`config.mk`:
```
export PLATFORM = sky130hd
export DESIGN_NAME = can_tstamp_unit
export DESIGN_NICKNAME = d
export VERILOG_FILES = /design/src/rtl/tstamp_pkg.sv /design/src/rtl/tstamp_rst_sync.sv /design/src/rtl/tstamp_timer.sv /design/src/rtl/tstamp_capture.sv /design/src/rtl/tstamp_commit.sv /design/src/rtl/can_tstamp_unit.sv
export SDC_FILE = /design/constraint.sdc
export NUM_CORES = 1
export LEC_CHECK = 0
export ABC_AREA = 1
export BUFFER_PORTS_ARGS = -buffer_cell sky130_fd_sc_hd__buf_4
export CAP_MARGIN = 25
export CORE_MARGIN = 3
export CORE_UTILIZATION = 30
export DETAILED_ROUTE_END_ITERATION = 8
export PLACE_DENSITY_LB_ADDON = 0.25
export SYNTH_ARGS = -nofsm -noshare
export SYNTH_HDL_FRONTEND = slang
export SYNTH_HIERARCHICAL = 1
export SYNTH_SLANG_ARGS = --single-unit
export TNS_END_PERCENT = 5
```
`constraint.sdc`:
```
create_clock -name clk -period 2.15 [get_ports clk]
set_clock_uncertainty 0.2 [all_clocks]
set_input_delay 0.43 -clock clk [delete_from_list [all_inputs] [get_ports clk]]
set_output_delay 0.43 -clock clk [all_outputs]
set_load 0.01 [all_outputs]
```
`src/rtl/tstamp_pkg.sv`:
```
package tstamp_pkg;

  // Default counter width and buffer count for the unit.
  localparam int unsigned TS_W_DEF = 16;
  localparam int unsigned NBUF_DEF = 16;

  // Which event, if any, commits the pending stamp this cycle.
  typedef enum logic [1:0] {
    SRC_NONE = 2'd0,
    SRC_RX   = 2'd1,
    SRC_TX   = 2'd2
  } commit_src_e;

endpackage

```
`src/rtl/tstamp_rst_sync.sv`:
```
module tstamp_rst_sync #(
  parameter int unsigned STAGES = 2
) (
  input  logic clk,
  input  logic rst_n,
  output logic rst_n_sync
);

  logic [STAGES-1:0] chain_q;

  always_ff @(posedge clk or negedge rst_n) begin
    if (!rst_n) begin
      chain_q <= '0;
    end else begin
      chain_q <= {chain_q[STAGES-2:0], 1'b1};
    end
  end

  assign rst_n_sync = chain_q[STAGES-1];

endmodule

```
`src/rtl/tstamp_timer.sv`:
```
module tstamp_timer #(
  parameter int unsigned W = 16
) (
  input  logic         clk,
  input  logic         rst_n,
  input  logic         tick_i,
  input  logic         clr_i,
  output logic [W-1:0] count_o
);

  logic [W-1:0] count_q;
  logic [W-1:0] count_d;
  logic         count_en;

  // Next state: clear dominates a tick in the same cycle.
  always_comb begin
    count_en = clr_i | tick_i;
    if (clr_i) begin
      count_d = '0;
    end else begin
      count_d = count_q + W'(1);
    end
  end

  always_ff @(posedge clk or negedge rst_n) begin
    if (!rst_n) begin
      count_q <= '0;
    end else if (count_en) begin
      count_q <= count_d;
    end
  end

  assign count_o = count_q;

  AST_TIMER_STEP: assert property (@(posedge clk) disable iff (!rst_n)
    (tick_i && !clr_i) |=> (count_o == $past(count_o) + W'(1)));
  AST_TIMER_HOLD: assert property (@(posedge clk) disable iff (!rst_n)
    (!tick_i && !clr_i) |=> $stable(count_o));
  AST_TIMER_CLEAR: assert property (@(posedge clk) disable iff (!rst_n)
    clr_i |=> (count_o == '0));

endmodule

```
`src/rtl/tstamp_capture.sv`:
```
module tstamp_capture #(
  parameter int unsigned W = 16
) (
  input  logic         clk,
  input  logic         rst_n,
  input  logic         id_start_i,
  input  logic [W-1:0] timer_i,
  input  logic         consume_i,
  output logic [W-1:0] cap_o,
  output logic         vld_o
);

  logic [W-1:0] cap_q;
  logic         vld_q;
  logic         vld_d;

  // A fresh identifier start always wins over a consume in the same cycle.
  always_comb begin
    if (id_start_i) begin
      vld_d = 1'b1;
    end else if (consume_i) begin
      vld_d = 1'b0;
    end else begin
      vld_d = vld_q;
    end
  end

  always_ff @(posedge clk or negedge rst_n) begin
    if (!rst_n) begin
      vld_q <= 1'b0;
    end else begin
      vld_q <= vld_d;
    end
  end

  always_ff @(posedge clk or negedge rst_n) begin
    if (!rst_n) begin
      cap_q <= '0;
    end else if (id_start_i) begin
      cap_q <= timer_i;
    end
  end

  assign cap_o = cap_q;
  assign vld_o = vld_q;

  AST_CAPTURE_LOAD: assert property (@(posedge clk) disable iff (!rst_n)
    id_start_i |=> (vld_o && cap_o == $past(timer_i)));
  AST_CAPTURE_DROP: assert property (@(posedge clk) disable iff (!rst_n)
    (consume_i && !id_start_i) |=> !vld_o);
  AST_CAPTURE_KEEP: assert property (@(posedge clk) disable iff (!rst_n)
    (!consume_i && !id_start_i) |=> ($stable(cap_o) && $stable(vld_o)));

endmodule

```
`src/rtl/tstamp_commit.sv`:
```
module tstamp_commit
  import tstamp_pkg::*;
#(
  parameter int unsigned W  = 16,
  parameter int unsigned IW = 4
) (
  input  logic          clk,
  input  logic          rst_n,
  input  logic          rx_store_i,
  input  logic [IW-1:0] rx_idx_i,
  input  logic          tx_done_i,
  input  logic          tx_ok_i,
  input  logic [IW-1:0] tx_idx_i,
  input  logic [W-1:0]  cap_i,
  input  logic          vld_i,
  output logic          consume_o,
  output logic          wr_o,
  output logic [W-1:0]  val_o,
  output logic [IW-1:0] idx_o
);

  commit_src_e   src;
  logic          wr_d;
  logic [IW-1:0] idx_d;
  logic          wr_q;
  logic [W-1:0]  val_q;
  logic [IW-1:0] idx_q;

  // Select the committing event; reception has priority over transmission.
  always_comb begin
    src = SRC_NONE;
    if (rx_store_i && vld_i) begin
      src = SRC_RX;
    end else if (tx_done_i && tx_ok_i && vld_i) begin
      src = SRC_TX;
    end
    wr_d  = (src != SRC_NONE);
    idx_d = (src == SRC_RX) ? rx_idx_i : tx_idx_i;
    // Any end-of-frame event retires the pending stamp, written or not.
    consume_o = rx_store_i | tx_done_i;
  end

  always_ff @(posedge clk or negedge rst_n) begin
    if (!rst_n) begin
      wr_q <= 1'b0;
    end else begin
      wr_q <= wr_d;
    end
  end

  always_ff @(posedge clk or negedge rst_n) begin
    if (!rst_n) begin
      val_q <= '0;
      idx_q <= '0;
    end else if (wr_d) begin
      val_q <= cap_i;
      idx_q <= idx_d;
    end
  end

  assign wr_o  = wr_q;
  assign val_o = val_q;
  assign idx_o = idx_q;

  AST_WR_NEEDS_STAMP: assert property (@(posedge clk) disable iff (!rst_n)
    wr_o |-> $past(vld_i));
  AST_WR_VALUE: assert property (@(posedge clk) disable iff (!rst_n)
    wr_o |-> (val_o == $past(cap_i)));
  AST_RX_WINS: assert property (@(posedge clk) disable iff (!rst_n)
    (rx_store_i && vld_i) |=> (wr_o && idx_o == $past(rx_idx_i)));
  AST_TX_FAIL_SILENT: assert property (@(posedge clk) disable iff (!rst_n)
    (tx_done_i && !tx_ok_i && !rx_store_i) |=> !wr_o);

endmodule

```
`src/rtl/can_tstamp_unit.sv`:
```
module can_tstamp_unit
  import tstamp_pkg::*;
#(
  parameter int unsigned TS_W = TS_W_DEF,
  parameter int unsigned NBUF = NBUF_DEF,
  localparam int unsigned IDX_W = (NBUF > 1) ? $clog2(NBUF) : 1
) (
  input  logic             clk,
  input  logic             rst_n,
  input  logic             tick_i,
  input  logic             id_start_i,
  input  logic             rx_store_i,
  input  logic [IDX_W-1:0] rx_idx_i,
  input  logic             tx_done_i,
  input  logic             tx_ok_i,
  input  logic [IDX_W-1:0] tx_idx_i,
  input  logic             sync_en_i,
  output logic             ts_wr_o,
  output logic [TS_W-1:0]  ts_val_o,
  output logic [IDX_W-1:0] ts_idx_o,
  output logic [TS_W-1:0]  timer_o
);

  logic            rst_n_int;
  logic            sync_clr;
  logic [TS_W-1:0] timer_val;
  logic [TS_W-1:0] cap_val;
  logic            cap_vld;
  logic            consume;

  tstamp_rst_sync #(.STAGES(2)) u_rst (
    .clk        (clk),
    .rst_n      (rst_n),
    .rst_n_sync (rst_n_int)
  );

  // Network time sync: a reception into buffer 0 restarts the counter.
  assign sync_clr = sync_en_i & rx_store_i & (rx_idx_i == '0);

  tstamp_timer #(.W(TS_W)) u_timer (
    .clk     (clk),
    .rst_n   (rst_n_int),
    .tick_i  (tick_i),
    .clr_i   (sync_clr),
    .count_o (timer_val)
  );

  tstamp_capture #(.W(TS_W)) u_cap (
    .clk        (clk),
    .rst_n      (rst_n_int),
    .id_start_i (id_start_i),
    .timer_i    (timer_val),
    .consume_i  (consume),
    .cap_o      (cap_val),
    .vld_o      (cap_vld)
  );

  tstamp_commit #(.W(TS_W), .IW(IDX_W)) u_commit (
    .clk        (clk),
    .rst_n      (rst_n_int),
    .rx_store_i (rx_store_i),
    .rx_idx_i   (rx_idx_i),
    .tx_done_i  (tx_done_i),
    .tx_ok_i    (tx_ok_i),
    .tx_idx_i   (tx_idx_i),
    .cap_i      (cap_val),
    .vld_i      (cap_vld),
    .consume_o  (consume),
    .wr_o       (ts_wr_o),
    .val_o      (ts_val_o),
    .idx_o      (ts_idx_o)
  );

  assign timer_o = timer_val;

  AST_SYNC_OFF_NO_CLEAR: assert property (@(posedge clk) disable iff (!rst_n_int)
    (!sync_en_i && tick_i) |=> (timer_o == $past(timer_o) + TS_W'(1)));
  AST_WR_PULSE_IDLE: assert property (@(posedge clk) disable iff (!rst_n_int)
    (!rx_store_i && !tx_done_i) |=> !ts_wr_o);

endmodule

```
After elaboration in Yosys (flattened, before gate mapping)
Index checks and enable logic that the tools add are counted.

storage, ports and cells
  register bits after elaboration = 56
  input port bits = 16
  output and inout bits = 37
  word-level logic and storage cells = 25

cells by class
  $add $sub $neg = 1
  equal/unequal tests = 1
  mux-type cells = 6
  bitwise gates (word level) = 4
  reductions and logical operators = 6

operator list
  kind                                                              count
  16-bit by 1-bit adder with 16-bit output (second input constant)  1
  16-bit two-way mux                                                1
  4-bit zero test                                                   1
  2-bit two-way mux                                                 2
  4-bit two-way mux                                                 1
  2-bit nonzero test                                                2
  1-bit logical AND                                                 3
  1-bit AND                                                         2
  2-bit by 1-bit == test with 1-bit output (second input constant)  1
  1-bit two-way mux                                                 2
  1-bit OR                                                          2

Longest topological paths before layout
  depth after elaboration = 6
  depth in mapped cells = 11
  gate-level depth less buffers = 11

Modules after synthesis
The synthesis kept the hierarchy.

modules (own cells, without submodules)
  module           instances  cells each  area an instance (um^2)  sequential area each (um^2)
  tstamp_timer     1          129         923.4                    400.4
  tstamp_commit    1          103         880.8                    525.5
  tstamp_capture   1          72          675.6                    425.4
  tstamp_rst_sync  1          3           53.8                     50.0
  can_tstamp_unit  1          5           21.3                     0.0

Worst setup path after synthesis
Ideal clock, no wire load.

  path kind = in2reg
  start = input port rx_idx_i[1]
  end = register u_timer.count_q[13] (netlist: u_timer/count_o[13])
  setup time = 0.117 ns
  arrival time = 1.300 ns
  data required time = 1.833 ns
  path slack = 0.533 ns
  stages = 10
  buffers on the path = 0
  cells stage by stage = nor2_1 > nand2_1 > nor2_2 > nor2_2 > nor2_4 > nand2_1 > nor2_1 > nand2_1 > nand2_1 > nor2_1

between the ends
  longest elaborated chain between the ends = 3
  elaborated cells on any way between the ends = 4
  those cells by class = 1 x mux; 2 x bitwise; 1 x reduce/logical

RTL lines
  element                                                line                                    RTL
  start: declaration                                     can_tstamp_unit.sv:13                   input logic [IDX_W-1:0] rx_idx_i,
  4-bit zero test *                                      can_tstamp_unit.sv:38                   assign sync_clr = sync_en_i & rx_store_i & (rx_idx_i == '0);
  1-bit AND *                                            can_tstamp_unit.sv:38
  net sync_clr                                           can_tstamp_unit.sv:25                   logic sync_clr;
  16-bit two-way mux / 1-bit OR (equally long branches)  tstamp_timer.sv:18, tstamp_timer.sv:17
  end signal: assignment                                 tstamp_timer.sv:29                      count_q <= count_d;
  end: declaration                                       tstamp_timer.sv:11                      logic [W-1:0] count_q;

Mark *: on every way through the listed nets, which the timed path passes. The rest lies on a longest branch.
A chain may end at the register's enable or synchronous reset.

Worst setup path after layout
  start = register u_timer.count_q[0] (netlist: u_timer/count_o[0])
  end = register u_timer.count_q[14] (netlist: u_timer/count_o[14])

between the ends
  longest elaborated chain between the ends = 2

RTL lines
  element                                   line                RTL
  16-bit by 1-bit adder with 16-bit output  tstamp_timer.sv:21  count_d = count_q + W'(1);
  16-bit two-way mux                        tstamp_timer.sv:18  if (clr_i) begin

No other way between the ends.

==> qor.txt <==
GLOBAL ROUTING
--------------------------------------------------------------------------------
Overflow after GRT                                                             0
Number of global-route vias before repair                                   2084
Overall routing resource usage                                            12.75%
Pin count of the biggest net entering global routing                          34
First-pass GRT wire length                                              10210 um
Initial antenna violation count                                                0

CRITICAL PATH
--------------------------------------------------------------------------------
Required time at the worst-slack endpoint                                2150 ps
Arrival time of the worst setup path                                     1670 ps
Worst setup path start                                              u_timer/count_o[0]
Crit. End Element                                                       register
Critical Path Max Stage Delay                                             490 ps
Beginning of the worst register-to-register path                    u_timer/count_o[0]
Cell with the biggest individual delay on the critical path         sky130_fd_sc_hd__dfrtp_1
Most Frequent Cell on Critical Path                                 sky130_fd_sc_hd__nor2_1
Crit path max fanout                                                           6
Crit Path Category                                                    reg -> reg
Cells along the critical path                                       ha_1 > nand3_1 > nor2_1 > nand4_1 > nor2_1 > nor2_1
Startpoint types                                                        register

TIMING
--------------------------------------------------------------------------------
Worst hold slack across all endpoints                                   52.96 ps
Unrepaired setup endpoints after global routing                               no
Ratio of final minimum period to clock period                             77.54%
Worst-margin pin slew                                                   714.2 ps
Fmax achieved                                                         0.5998 GHz
Number of hold-slack violations in the final timing report                     0
Clock period minus final worst setup slack                               1667 ps
Number of max-slew violations in the final report                              0
Final-report setup violation count                                             0
Max-slew headroom                                                         52.27%
Accumulated negative setup slack                                            0 ps

RUN STATUS
--------------------------------------------------------------------------------
Status                                                              complete, no violations

ROUTE
--------------------------------------------------------------------------------
Post-Route WL                                                            5802 um
Routed wirelength normalized by instance count                          12.29 um
Via count of the routed design                                              2143
First-pass DRT Iterations                                                      5
Vias per std cell                                                          4.540
Final antenna-violating net count                                              0
Violation count after the first detailed-route iteration                      90
DRC violations left                                                            0

PLACEMENT
--------------------------------------------------------------------------------
Port buffer count                                                             52
HPWL after DPL                                                           4208 um
RD Place Congestion                                                       0.7950

CLOCK TREE
--------------------------------------------------------------------------------
CTS sink cnt                                                                  56
CTS tree                                                                   built
Total clock buffers created by CTS                                             5
Max clock buf depth                                                            2
Post-CTS Resized                                                               0
Hold bufs inserted after CTS                                                   1
Number of post-CTS setup repair buffers                                        0
Clock H-tree levels                                                            2
Insertion delay of the later-clocked pin in the worst-skew pair           300 ps
Clock transition at path regs                                             100 ps
Master cell of the clock root buffer                                sky130_fd_sc_hd__clkbuf_8

FLOORPLANNING
--------------------------------------------------------------------------------
Boundary pin count                                                            53
Die outline area                                                      9660 sq um
Die H                                                                   98.29 um
Site Rows                                                                     33
Initial cell density of the core                                          30.94%
Die X                                                                   98.29 um
CORE AREA                                                             8258 sq um

CELLS AND AREA
--------------------------------------------------------------------------------
Nets                                                                         383
Layout area overhead                                                      23.02%
Number of antenna repair diodes                                                0
Fraction of final layout cells with drive strength greater than 1         22.62%
Final Core Density                                                        38.06%
Fillcell total                                                               868

POWER
--------------------------------------------------------------------------------
Peak supply drop                                                       0.3104 mV
Power per Cell Area                                                 903.3 nW/um^2
Leakage power                                                           1.713 nW

LOGIC SYNTHESIS
--------------------------------------------------------------------------------
YS warnings                                                                    6
Syn Std Cell Area                                                     2555 sq um
Synth Area per Inst                                                  8.189 sq um
Net count of the mapped netlist                                              329
Distinct cells, synth                                                         31
Leading cell types by total area after synthesis                    sky130_fd_sc_hd__dfrtp_1, sky130_fd_sc_hd__nand2_1, sky130_fd_sc_hd__nand3_1
Share of the yosys chip area belonging to registers                       54.85%
Leading area contributor after synthesis                            sky130_fd_sc_hd__dfrtp_1
Register bit total from synthesis                                             56
Instance count of the mapped netlist                                         312
Share of the synthesized area in the top cell type                        54.85%

FLOW RUN
--------------------------------------------------------------------------------
Max-cap violations                                                             0

HOLD PATH
--------------------------------------------------------------------------------
Hold crit path type                                                 reg -> async

worst max-delay path, delay by kind of cell, from the launching register on:
kind / cells / cell delay (ps)
adder cells (fa/ha/maj): 1 / 240
flip-flops: 1 / 490
AND/OR/NAND/NOR: 5 / 640
Yosys cell counts:
master                       n
sky130_fd_sc_hd__dfrtp_1    56
sky130_fd_sc_hd__buf_4       2
sky130_fd_sc_hd__or2_2       1
sky130_fd_sc_hd__o21ai_0     2
sky130_fd_sc_hd__nor3_2      1
sky130_fd_sc_hd__a21oi_1     6
sky130_fd_sc_hd__nand3_1    31
sky130_fd_sc_hd__nor2_1     30
sky130_fd_sc_hd__xnor2_1     1
sky130_fd_sc_hd__buf_8       1
sky130_fd_sc_hd__conb_1      1
sky130_fd_sc_hd__clkbuf_1    1
sky130_fd_sc_hd__nand2_1   130
sky130_fd_sc_hd__nor2_2      3
sky130_fd_sc_hd__buf_2       4
sky130_fd_sc_hd__o21ai_1     2
sky130_fd_sc_hd__nand2_2     6
sky130_fd_sc_hd__buf_6       1
sky130_fd_sc_hd__inv_8       1
sky130_fd_sc_hd__nand4_1     3
sky130_fd_sc_hd__ha_1        1
sky130_fd_sc_hd__a31oi_1     1
sky130_fd_sc_hd__nor3_1      1
sky130_fd_sc_hd__clkbuf_8    1
sky130_fd_sc_hd__nand3_2     1
sky130_fd_sc_hd__a211oi_1    1
sky130_fd_sc_hd__nand2_4     1
sky130_fd_sc_hd__inv_2       2
sky130_fd_sc_hd__nor2_4      2
sky130_fd_sc_hd__inv_1      17
sky130_fd_sc_hd__o21bai_1    1
power by group:
part           switching (W)  internal [W]
Clock               0.000340      0.000234
Combinational       0.000407      0.000363
Sequential          0.000229       0.00127
path summary, 6_finish.rpt:
check / cells after the start / slack (ps) / to
min in group clk: 0 / 160 / u_rst/chain_q[1]
worst max register to register: 6 / 480 / u_timer/count_o[14]
max in group asynchronous: 1 / 1150 / u_commit/val_o[14]
worst min-delay path: 0 / 50 / u_timer/count_o[13]
worst max-delay path: 6 / 480 / u_timer/count_o[14]
worst min register to register: 0 / 50 / u_timer/count_o[13]
per-stage QoR:
step                      total power [W]  cells  area, sq um  setup WS [ps]
after CTS                        0.002894    472         3143          481.9
after global placement           0.002289    463         3042          248.0
after floorplan                  0.001901    312         2555          275.5
final                            0.002839    472         3143          482.8
after global routing             0.003062    472         3143          288.8
after detailed placement         0.002302    463         3042          209.2
metal layers:
layer	GRT usage, %	part of all wire (%)	vias to the layer above
met5	0	0	-
li1	-	-	1079
met2	20.07	47	58
met4	3.676	1.0	0
met3	2.714	5.4	4
met1	17.77	47	1002
area by class of cell:
class	count	area, sq um	area share [%]
Sequential cell	56	1403	44.63
Multi-Input combinational cell	226	992.2	31.57
Timing Repair Buffer	57	442.9	14.09
Tap cell	105	131.4	4.180
Inverter	20	82.58	2.627
Clock buffer	5	68.82	2.189
Clock inverter	3	22.52	0.7166
placed cells by master, fill, tap and decap left out, types with 2 or more instances in the layout:
master and n:
sky130_fd_sc_hd__a21oi_1 6, sky130_fd_sc_hd__buf_4 55, sky130_fd_sc_hd__clkbuf_8 5, sky130_fd_sc_hd__dfrtp_1 55, sky130_fd_sc_hd__inv_1 17, sky130_fd_sc_hd__inv_2 2, sky130_fd_sc_hd__nand2_1 130, sky130_fd_sc_hd__nand2_2 6
sky130_fd_sc_hd__nand3_1 31, sky130_fd_sc_hd__nand4_1 3, sky130_fd_sc_hd__nor2_1 30, sky130_fd_sc_hd__nor2_2 3, sky130_fd_sc_hd__nor2_4 2, sky130_fd_sc_hd__o21ai_0 2, sky130_fd_sc_hd__o21ai_1 2
state kept, by name, summed over array words and instances, names as in the netlist:
signal and cells:
u_commit/idx_o 4, u_rst/chain_q 2, u_cap/cap_o 16, u_timer/count_o 16
u_commit/val_o 16, u_commit/wr_o 1, u_cap/vld_o 1
logic make-up after synthesis:
logic type | count (synthesis) | share of synthesized area [%]
other | 1 | 0.1468
and+or+nand+nor | 210 | 35.06
buffers and inverters | 30 | 6.317
AOI/OAI and AO/OA | 13 | 2.792
adders and majority gates | 1 | 0.4896
DFF | 56 | 54.85
xor gates and xnor gates | 1 | 0.3429
Power figures use the tool's default switching activity.
